### src/rtl/mcnt_pkg.sv
package mcnt_pkg;
  typedef enum logic [1:0] {
    MODE_FREE   = 2'b00,
    MODE_SINGLE = 2'b01,
    MODE_RANGE  = 2'b10,
    MODE_MODN   = 2'b11
  } cnt_mode_e;

  typedef enum logic [1:0] {
    IDX_NONE  = 2'b00,
    IDX_LOAD  = 2'b01,
    IDX_CLEAR = 2'b10,
    IDX_LATCH = 2'b11
  } idx_func_e;
endpackage

### src/rtl/mcnt_index_gate.sv
module mcnt_index_gate (
  input  logic clk,
  input  logic rst_n,
  input  logic idx_in,
  input  logic idx_pol,
  output logic idx_edge
);
  logic act;
  logic act_d;

  assign act = (idx_in == idx_pol);

  // Treat the index as already active out of reset so no spurious edge fires.
  always_ff @(posedge clk or negedge rst_n) begin
    if (!rst_n) act_d <= 1'b1;
    else        act_d <= act;
  end

  assign idx_edge = act & ~act_d;

  // an edge can never repeat on the following cycle
  a_r7_edge_single: assert property (@(posedge clk) disable iff (!rst_n)
    idx_edge |=> !idx_edge);
  // an edge only occurs while the index sits at its active level
  a_r8_edge_level: assert property (@(posedge clk) disable iff (!rst_n)
    idx_edge |-> (idx_in == idx_pol));
endmodule

### src/rtl/mcnt_step_unit.sv
module mcnt_step_unit #(
  parameter int W = 32
) (
  input  logic [1:0]   mode,
  input  logic         up,
  input  logic [W-1:0] cur,
  input  logic [W-1:0] pr,
  output logic [W-1:0] nxt,
  output logic         carry,
  output logic         borrow,
  output logic         roll,
  output logic         held,
  output logic         cmp_hit
);
  import mcnt_pkg::*;

  localparam logic [W-1:0] ALL_ONES = '1;
  localparam logic [W-1:0] ZERO     = '0;
  localparam logic [W-1:0] ONE      = {{(W-1){1'b0}}, 1'b1};

  typedef struct packed {
    logic [W-1:0] v;
    logic         c;
    logic         b;
    logic         r;
    logic         h;
  } res_t;

  function automatic res_t calc_step(input cnt_mode_e m, input logic dir_up,
                                     input logic [W-1:0] c, input logic [W-1:0] p);
    res_t o;
    o = '{v: c, c: 1'b0, b: 1'b0, r: 1'b0, h: 1'b0};
    unique case (m)
      MODE_FREE, MODE_SINGLE: begin
        if (dir_up) begin
          o.v = c + ONE;
          o.c = (c == ALL_ONES);
        end else begin
          o.v = c - ONE;
          o.b = (c == ZERO);
        end
      end
      MODE_RANGE: begin
        if (dir_up) begin
          if (c >= p) o.h = 1'b1;
          else        o.v = c + ONE;
        end else begin
          if (c == ZERO) o.h = 1'b1;
          else           o.v = c - ONE;
        end
      end
      MODE_MODN: begin
        if (dir_up) begin
          if (c == p) begin
            o.v = ZERO;
            o.r = 1'b1;
          end else begin
            o.v = c + ONE;
            o.c = (c == ALL_ONES);
          end
        end else begin
          if (c == ZERO) begin
            o.v = p;
            o.r = 1'b1;
          end else begin
            o.v = c - ONE;
          end
        end
      end
      default: o.h = 1'b1;
    endcase
    return o;
  endfunction

  res_t res;
  assign res     = calc_step(cnt_mode_e'(mode), up, cur, pr);
  assign nxt     = res.v;
  assign carry   = res.c;
  assign borrow  = res.b;
  assign roll    = res.r;
  assign held    = res.h;
  assign cmp_hit = ~res.h & (res.v == pr);
endmodule

### src/rtl/mcnt_event_reg.sv
module mcnt_event_reg (
  input  logic clk,
  input  logic rst_n,
  input  logic step_en,
  input  logic carry,
  input  logic borrow,
  input  logic roll,
  input  logic cmp_hit,
  output logic ev_carry,
  output logic ev_borrow,
  output logic ev_roll,
  output logic ev_compare
);
  always_ff @(posedge clk or negedge rst_n) begin
    if (!rst_n) begin
      ev_carry   <= 1'b0;
      ev_borrow  <= 1'b0;
      ev_roll    <= 1'b0;
      ev_compare <= 1'b0;
    end else begin
      ev_carry   <= step_en & carry;
      ev_borrow  <= step_en & borrow;
      ev_roll    <= step_en & roll;
      ev_compare <= step_en & cmp_hit;
    end
  end

  // events appear only after an accepted step
  a_r11_roll_after_step: assert property (@(posedge clk) disable iff (!rst_n)
    ev_roll |-> $past(step_en));
endmodule

### src/rtl/modal_updown_counter.sv
module modal_updown_counter #(
  parameter int W = 32
) (
  input  logic         clk,
  input  logic         rst_n,
  input  logic [1:0]   cnt_mode,
  input  logic [1:0]   idx_func,
  input  logic         idx_pol,
  input  logic         cnt_dis,
  input  logic         cnt_stb,
  input  logic         cnt_up,
  input  logic         idx_in,
  input  logic         pr_wr,
  input  logic [W-1:0] pr_wdata,
  input  logic         host_clr,
  input  logic         host_load,
  output logic [W-1:0] count,
  output logic [W-1:0] preset_q,
  output logic [W-1:0] latch_q,
  output logic         halted,
  output logic         ev_carry,
  output logic         ev_borrow,
  output logic         ev_compare,
  output logic         ev_roll
);
  import mcnt_pkg::*;

  localparam logic [W-1:0] ZERO = '0;

  // Named internal events
  logic         idx_edge;
  logic         idx_go;
  logic         idx_ld;
  logic         idx_cl;
  logic         idx_ol;
  logic         host_any;
  logic         step_en;
  logic [W-1:0] step_nxt;
  logic         step_carry;
  logic         step_borrow;
  logic         step_roll;
  logic         step_held;
  logic         step_cmp;
  logic         halt_set;
  logic         halt_clr;
  idx_func_e    func;

  assign func = idx_func_e'(idx_func);

  mcnt_index_gate u_idx (
    .clk      (clk),
    .rst_n    (rst_n),
    .idx_in   (idx_in),
    .idx_pol  (idx_pol),
    .idx_edge (idx_edge)
  );

  mcnt_step_unit #(.W(W)) u_step (
    .mode    (cnt_mode),
    .up      (cnt_up),
    .cur     (count),
    .pr      (preset_q),
    .nxt     (step_nxt),
    .carry   (step_carry),
    .borrow  (step_borrow),
    .roll    (step_roll),
    .held    (step_held),
    .cmp_hit (step_cmp)
  );

  // Priority: host clear > host load > index action > count strobe
  assign host_any = host_clr | host_load;
  assign idx_go   = idx_edge & (func != IDX_NONE) & ~host_any;
  assign idx_ld   = idx_go & (func == IDX_LOAD);
  assign idx_cl   = idx_go & (func == IDX_CLEAR);
  assign idx_ol   = idx_go & (func == IDX_LATCH);
  assign step_en  = cnt_stb & ~cnt_dis & ~halted & ~host_any & ~idx_go;

  assign halt_clr = host_any | idx_ld | idx_cl;
  assign halt_set = step_en & (cnt_mode_e'(cnt_mode) == MODE_SINGLE)
                  & (step_carry | step_borrow);

  always_ff @(posedge clk or negedge rst_n) begin
    if (!rst_n)                count <= ZERO;
    else if (host_clr)         count <= ZERO;
    else if (host_load)        count <= preset_q;
    else if (idx_cl)           count <= ZERO;
    else if (idx_ld)           count <= preset_q;
    else if (step_en)          count <= step_nxt;
  end

  always_ff @(posedge clk or negedge rst_n) begin
    if (!rst_n)      preset_q <= ZERO;
    else if (pr_wr)  preset_q <= pr_wdata;
  end

  always_ff @(posedge clk or negedge rst_n) begin
    if (!rst_n)      latch_q <= ZERO;
    else if (idx_ol) latch_q <= count;
  end

  always_ff @(posedge clk or negedge rst_n) begin
    if (!rst_n)        halted <= 1'b0;
    else if (halt_clr) halted <= 1'b0;
    else if (halt_set) halted <= 1'b1;
  end

  mcnt_event_reg u_ev (
    .clk        (clk),
    .rst_n      (rst_n),
    .step_en    (step_en),
    .carry      (step_carry),
    .borrow     (step_borrow),
    .roll       (step_roll),
    .cmp_hit    (step_cmp),
    .ev_carry   (ev_carry),
    .ev_borrow  (ev_borrow),
    .ev_roll    (ev_roll),
    .ev_compare (ev_compare)
  );

  // a carry leaves the counter at zero, a borrow at all-ones
  a_r2_carry_zero: assert property (@(posedge clk) disable iff (!rst_n)
    ev_carry |-> (count == ZERO));
  a_r2_borrow_ones: assert property (@(posedge clk) disable iff (!rst_n)
    ev_borrow |-> (&count));
  // while halted, only clear/load actions may move the count
  a_r3_halt_hold: assert property (@(posedge clk) disable iff (!rst_n)
    (halted && !host_any && !idx_ld && !idx_cl) |=> $stable(count));
  // range mode holds at or above the preset when counting up
  a_r4_hold_top: assert property (@(posedge clk) disable iff (!rst_n)
    (step_en && cnt_mode == 2'b10 && cnt_up && count >= preset_q) |=> $stable(count));
  // an up-direction modulo wrap lands on zero
  a_r5_roll_up_zero: assert property (@(posedge clk) disable iff (!rst_n)
    (ev_roll && $past(cnt_up)) |-> (count == ZERO));
  // a latch action captures the count of the edge cycle
  a_r7_latch_copy: assert property (@(posedge clk) disable iff (!rst_n)
    idx_ol |=> (latch_q == $past(count)));
  // disabled counting leaves the count alone
  a_r9_dis_hold: assert property (@(posedge clk) disable iff (!rst_n)
    (cnt_dis && !host_any && !idx_ld && !idx_cl) |=> $stable(count));
  // host clear wins over everything
  a_r10_clr_wins: assert property (@(posedge clk) disable iff (!rst_n)
    host_clr |=> (count == ZERO));
  // carry and borrow are exclusive
  a_r11_excl: assert property (@(posedge clk) disable iff (!rst_n)
    !(ev_carry && ev_borrow));
endmodule

### config.mk
export PLATFORM = sky130hd
export DESIGN_NAME = modal_updown_counter
export DESIGN_NICKNAME = d
export VERILOG_FILES = /design/src/rtl/mcnt_pkg.sv /design/src/rtl/mcnt_index_gate.sv /design/src/rtl/mcnt_step_unit.sv /design/src/rtl/mcnt_event_reg.sv /design/src/rtl/modal_updown_counter.sv
export SDC_FILE = /design/constraint.sdc
export NUM_CORES = 1
export LEC_CHECK = 0
export ABC_AREA = 1
export BUFFER_PORTS_ARGS = -buffer_cell sky130_fd_sc_hd__buf_2
export CAP_MARGIN = 20
export CORE_UTILIZATION = 45
export DETAILED_ROUTE_END_ITERATION = 6
export GPL_TIMING_DRIVEN = 0
export PLACE_DENSITY = 0.73
export REMOVE_ABC_BUFFERS = 1
export SYNTH_ARGS = -nofsm -noshare
export SYNTH_HDL_FRONTEND = slang
export SYNTH_HIERARCHICAL = 1
export SYNTH_SLANG_ARGS = --single-unit
### constraint.sdc
create_clock -name clk -period 2.9 [get_ports clk]
set_clock_uncertainty 0.2 [all_clocks]
set_input_delay 0.145 -clock clk [delete_from_list [all_inputs] [get_ports clk]]
set_output_delay 0.145 -clock clk [all_outputs]
set_load 0.01 [all_outputs]
# --- Yosys cells after proc, flatten, opt, wreduce, memory -nomap -nowiden ---
# Cells that the tools add are included.
word_totals:
  reg_bits: 102
  word_cells: 83
  input_bits: 46
  out_inout_bits: 101
  romBits: 0
  mem_count: 0
  latchBits: 0
  ramBits: 0
classes:
  bitwise: 27
  n_reduce_logical: 6
  add_sub_neg: 2
  shift: 0
  magnitude_cmp: 1
  eq_ne: 10
  div: 0
  n_mux: 28
  mul: 0
op_table:
  columns: ["cell", "count"]
  rows:
  - ["$mux W32", 12]
  - ["$pmux W32 S3", 1]
  - ["$eq A32 B32 Y1", 2]
  - ["$add A32 B1 Y32 const B", 1]
  - ["$eq A32 B32 Y1 const B", 1]
  - ["$ge A32 B32 Y1", 1]
  - ["$logic_not A32 Y1", 1]
  - ["$sub A32 B1 Y32 const B", 1]
  - ["$and A1 B1 Y1", 17]
  - ["$mux W1", 14]
  - ["$eq A2 B2 Y1 const B", 4]
  - ["$not A1 Y1", 6]
  - ["$reduce_bool A5 Y1", 1]
  - ["$eq A2 B1 Y1 const B", 2]
  - ["$or A1 B1 Y1", 4]
  - ["$reduce_bool A2 Y1", 2]
  - ["$logic_not A2 Y1", 1]
  - ["$pmux W1 S2", 1]
  - ["$reduce_or A2 Y1", 1]
  - ["$eq A1 B1 Y1", 1]

# --- Logic depth before layout (Yosys ltp) ---
logic_depth:
  word_depth: 11
  ltp_mapped: 31
  ltp_nobuf: 29

# --- Cells and area by module ---
# Netlist, hierarchy kept.
by_module_without_submodules:
  columns: ["mod", "area_each_um2", "instances", "cells_each"]
  rows:
  - ["mcnt_step_unit", 5925.7, 1, 1202]
  - ["modal_updown_counter", 4645.7, 1, 540]
  - ["mcnt_event_reg", 130.1, 1, 12]
  - ["mcnt_index_gate", 57.6, 1, 8]

# --- Worst setup path before layout ---
# OpenSTA, ideal clock, no wires.
synth_timing:
  path_kind: "register to register"
  start: "reg count[25]"
  end: "reg u_ev.ev_compare"
  arrival_time_ns: 2.632
  path_stages_with_launch: 26
  synth_period_minus_slack_ns: 2.895
  n_path_buf: 1
  slack_ns: 0.005
  cell_sequence: "dfrtp_1 > ha_1 > nand2_1 > nor2_1 > nand2_1 > nor2_2 > nand2_2 > nand2_2 > nor2_4 > nand2_4 > nand2_2 > buf_2 > nand2_1 > o21ai_0 > nand2_1 > nand2_1 > nand2_1 > nand2_1 > nand3_1 > nor2_1 > nand2_1 > nor2_1 > nand2_1 > nor2_2 > nand2_1 > inv_1"
synth_between:
  elab_chain_cells: 7
synth_rtl:
  columns: ["item", "line_no", "text"]
  rows:
  - ["from (decl)", "modal_updown_counter.sv:17", "output logic [W-1:0] count,"]
  - ["from (signal assigned)", "modal_updown_counter.sv:86", "else if (host_load) count <= preset_q;"]
  - ["from (signal assigned)", "modal_updown_counter.sv:88", "else if (idx_ld) count <= preset_q;"]
  - ["from (signal assigned)", "modal_updown_counter.sv:89", "else if (step_en) count <= step_nxt;"]
  - ["$sub A32 B1 Y32 (tied with other cells)", "mcnt_step_unit.sv:39, mcnt_step_unit.sv:49, mcnt_step_unit.sv:66", null]
  - ["$mux W32 (tied with other cells)", "mcnt_step_unit.sv:62", "if (c == ZERO) begin"]
  - ["$mux W32 (tied with other cells)", "mcnt_step_unit.sv:53", "if (dir_up) begin"]
  - ["$pmux W32 S3 or $mux W1 (tied branches)", "mcnt_step_unit.sv:33", "unique case (m)"]
  - ["$eq A32 B32 Y1 or $not A1 Y1 (tied branches)", "mcnt_step_unit.sv:82", "assign cmp_hit = ~res.h & (res.v == pr);"]
  - ["$and A1 B1 Y1 *", "mcnt_step_unit.sv:82", null]
  - ["named net step_cmp", "modal_updown_counter.sv:43", "logic step_cmp;"]
  - ["$and A1 B1 Y1 *", "mcnt_event_reg.sv:24", "ev_compare <= step_en & cmp_hit;"]
  - ["to (signal assigned)", "mcnt_event_reg.sv:24", null]
  - ["to (decl)", "mcnt_event_reg.sv:12", "output logic ev_compare"]
# Mark *: on every way through the listed nets, which the timed path passes. The rest lies on a longest branch.
# A chain may end at the register's enable or synchronous reset.

# --- Worst setup path after layout ---
layout_timing:
  start: "reg count[5]"
  end: "reg u_ev.ev_compare"
# Same word-level chain as after synthesis.

==> key figures <==
Logic synthesis
  • Post-Syn Area: 10,800 um^2
  • Yosys warnings: 6
  • Syn avg cell area: slightly above 6 um^2
  • Post-synthesis cell count: around 1,800

Worst setup path
  • Worst EP arrival: about 3.6 ns
  • Worst setup EP type: register
  • Worst Reg-to-Reg Cells: 22
  • Worst-path cell chain: ha_4, nand2_4, nor2_4, nand3_4, nor2_4, nand2_4, nor2_4, clkinvlp_4, buf_4, o21ai_0, inv_1, nand3_1, a21oi_1, nand3_1, nand4_1, nor2_1, nand2_2, nor2_4, nand2_2, nor2_2, nand2_1, inv_1
  • Worst EP required: ~3.0 ns
  • Stages on worst setup path: 22
  • Most frequent CP cell: nor2_4
  • Critical-path top delay cell: dfrtp_4
  • Crit Path Class: register to register
  • Critical Path Start Type: register
  • Worst-path fanout max: 9
  • Largest stage delay, worst path: approximately 0.53 ns
  • Largest delay share family, worst path: simple AND/OR/NAND/NOR gates
  • Buf+Inv Stages, Crit Path: 4

Placement
  • Placed Cells: about 2,100
  • DPL Wire Length: around 30,000 um
  • # port buffers: around 150
  • GPL Wtd Cong: around 0.97
  • Post-place setup slack: -2.11 ns

CTS
  • H-Tree Depth: 3
  • Num Clock Sinks: 102
  • Clock buffer depth: 2
  • Worst-Skew Late Latency: approximately 0.38 ns
  • Clock Root Buffer: clkbuf_16
  • CTS tree: yes
  • Clock Pin Slew Worst Setup and Hold Paths: roughly 0.08 ns
  • Total CTS buffers: 9

STA
  • Fmax: between 0.2 and 0.3 GHz
  • Slack of the critical path: -0.593 ns
  • Unrepaired setup endpoints after global routing: true
  • Worst-Margin Slew: between 1 and 1.5 ns
  • Max Slew Vio Count: 0
  • Hold Fails Final Rpt: 0
  • Final Critical Period: roughly 3.5 ns
  • Period utilization: 1.20
  • Number of setup violations in the final report: 33
  • Slew HR: 0.296

Power
  • Clock network fraction of total power: 0.188
  • Sequential share of power: 0.259
  • Comb pwr share: 0.553
  • Power Internal: just under 4 mW
  • Power per cell area: ~470 nW/um^2
  • Switch share: 0.450
  • VDD IR-drop max: roughly 0.33 mV
  • Leak pwr: between 7 and 8 nW
  • NetSw: ~3.2 mW

Detailed routing
  • Wire per inst: 21.3 um
  • Final antenna-violating net count: 0
  • Routed Wire Length: about 50,000 um
  • DRC viols: 0
  • DR vias: ~14,000
  • DR iter-0 viols: around 1,700
  • DR vias/cell: about 5.8
  • First-pass DRT Iterations: 6

Final layout
  • Ant diodes: 0
  • Final Net Count: roughly 2,100
  • Layout cell share with drive strength beyond 1: 0.337
  • Area Overhead vs Synth: 39.0%
  • Final Non-Filler Cells: about 2,400

Die
  • Initial Util: 0.458
  • Ports: 147
  • Core Region: approximately 23,000 um^2
  • Row Count: between 50 and 60
  • Die height: around 160 um
  • Die area: 24,500 um^2
  • Die Wd: around 160 um

Global route
  • Initial antenna violation count: 0
  • GRT Util Overall: 0.384
  • Largest net degree at the start of global routing: 65
  • First-pass GRT wire length: about 70,000 um
  • GRT Residual Overflow: 0
  • Vias in the first global route: around 12,000

Worst hold path
  • Hold path cells: 3
  • Worst Hold Class: primary input to register

Outcome
  • Failing checks: negative setup slack
  • Status: finished with violations

Run
  • Max_cap viols: 0
-- worst register-to-register path: cells and delay by family, from the launching register on --
| kind | cells | cell delay, ns |
|---|---|---|
| buffers and inverters | 4 | 0.51 |
| AOI/OAI and AO/OA | 2 | 0.18 |
| adders and majority gates | 1 | 0.30 |
| and+or+nand+nor | 15 | 1.74 |
| DFF | 1 | 0.53 |
-- per-stage QoR --
step | instance area (um^2) | power (mW) | utilization | TNS, ns | hold slack [ns]
2_1_floorplan | 10200 | 3.50 | - | -26.40 | -0.351
5_1_grt | 15000 | 7.37 | 0.637 | -10.21 | 0.166
3_5_place_dp | 11600 | 4.42 | 0.496 | -47.32 | 0.0291
4_1_cts | 13800 | 6.39 | 0.590 | -2.43 | 0.193
3_3_place_gp | 11400 | 4.34 | 0.484 | -96.72 | 0.151
6_report | 15000 | 7.03 | 0.637 | -6.08 | 0.103
-- power groups by stage --
stage	clock, mW	sequential, mW	combinational (mW)
global route	1.38	1.84	4.15
CTS	1.32	1.79	3.28
global placement	0	2.02	2.32
finish	1.32	1.82	3.89
floorplan	0	1.98	1.51
detailed placement	0	2.03	2.39
-- routing by layer --
layer,part of all wire,track usage,vias up
met5,0,0,-
met4,0.064,0.195,0
met3,0.11,0.0714,247
met2,0.44,0.617,855
met1,0.39,0.490,6371
li1,-,-,6141
-- layout make-up --
| cell class | instances | area [um^2] |
|---|---|---|
| Clock buffer | 11 | 243 |
| Inverter | 267 | 1040 |
| Timing Repair Buffer | 352 | 2820 |
| Fill cell | 2076 | 8520 |
| Multi-Input combinational cell | 1305 | 7790 |
| Sequential cell | 102 | 2610 |
| Clock inverter | 5 | 58.8 |
| Tap cell | 319 | 399 |
-- flip-flops by register name, summed over array words and instances (netlist names) --
register         count
preset_q            32
u_ev/ev_borrow       1
count               32
halted               1
u_ev/ev_carry        1
latch_q             32
u_ev/ev_compare      1
u_idx/act_d          1
u_ev/ev_roll         1
-- worst paths after layout --
kind	start	to	slack (ns)
max	count[5]	u_ev/ev_compare	-0.59
min	pr_wr	preset_q[5]	0.10
max reg2reg	count[5]	u_ev/ev_compare	-0.59
min reg2reg	latch_q[29]	latch_q[29]	0.29
max in group asynchronous	rst_n	u_idx/act_d	1.59
min in group asynchronous	rst_n	latch_q[10]	0.15
-- cell usage in the layout, fill, tap and decap left out, types with 50 or more instances in the layout --
master	n
nand3_1	142
nand2_1	498
nand4_1	54
nand2_2	63
inv_1	207
nor2_1	107
buf_2	144
dfrtp_1	67
inv_2	50
buf_4	122
a21oi_1	51
o21ai_0	98
-- timing repair --
action,CTS,global route
setup buffers,114,44
gates resized for setup,172,194
endpoints found under the hold margin,84,0
endpoints found under the setup margin,36,49
cloned,3,3
pin swaps,33,74
hold buffers,36,0
No activity file was read; power rests on OpenSTA's default activity.
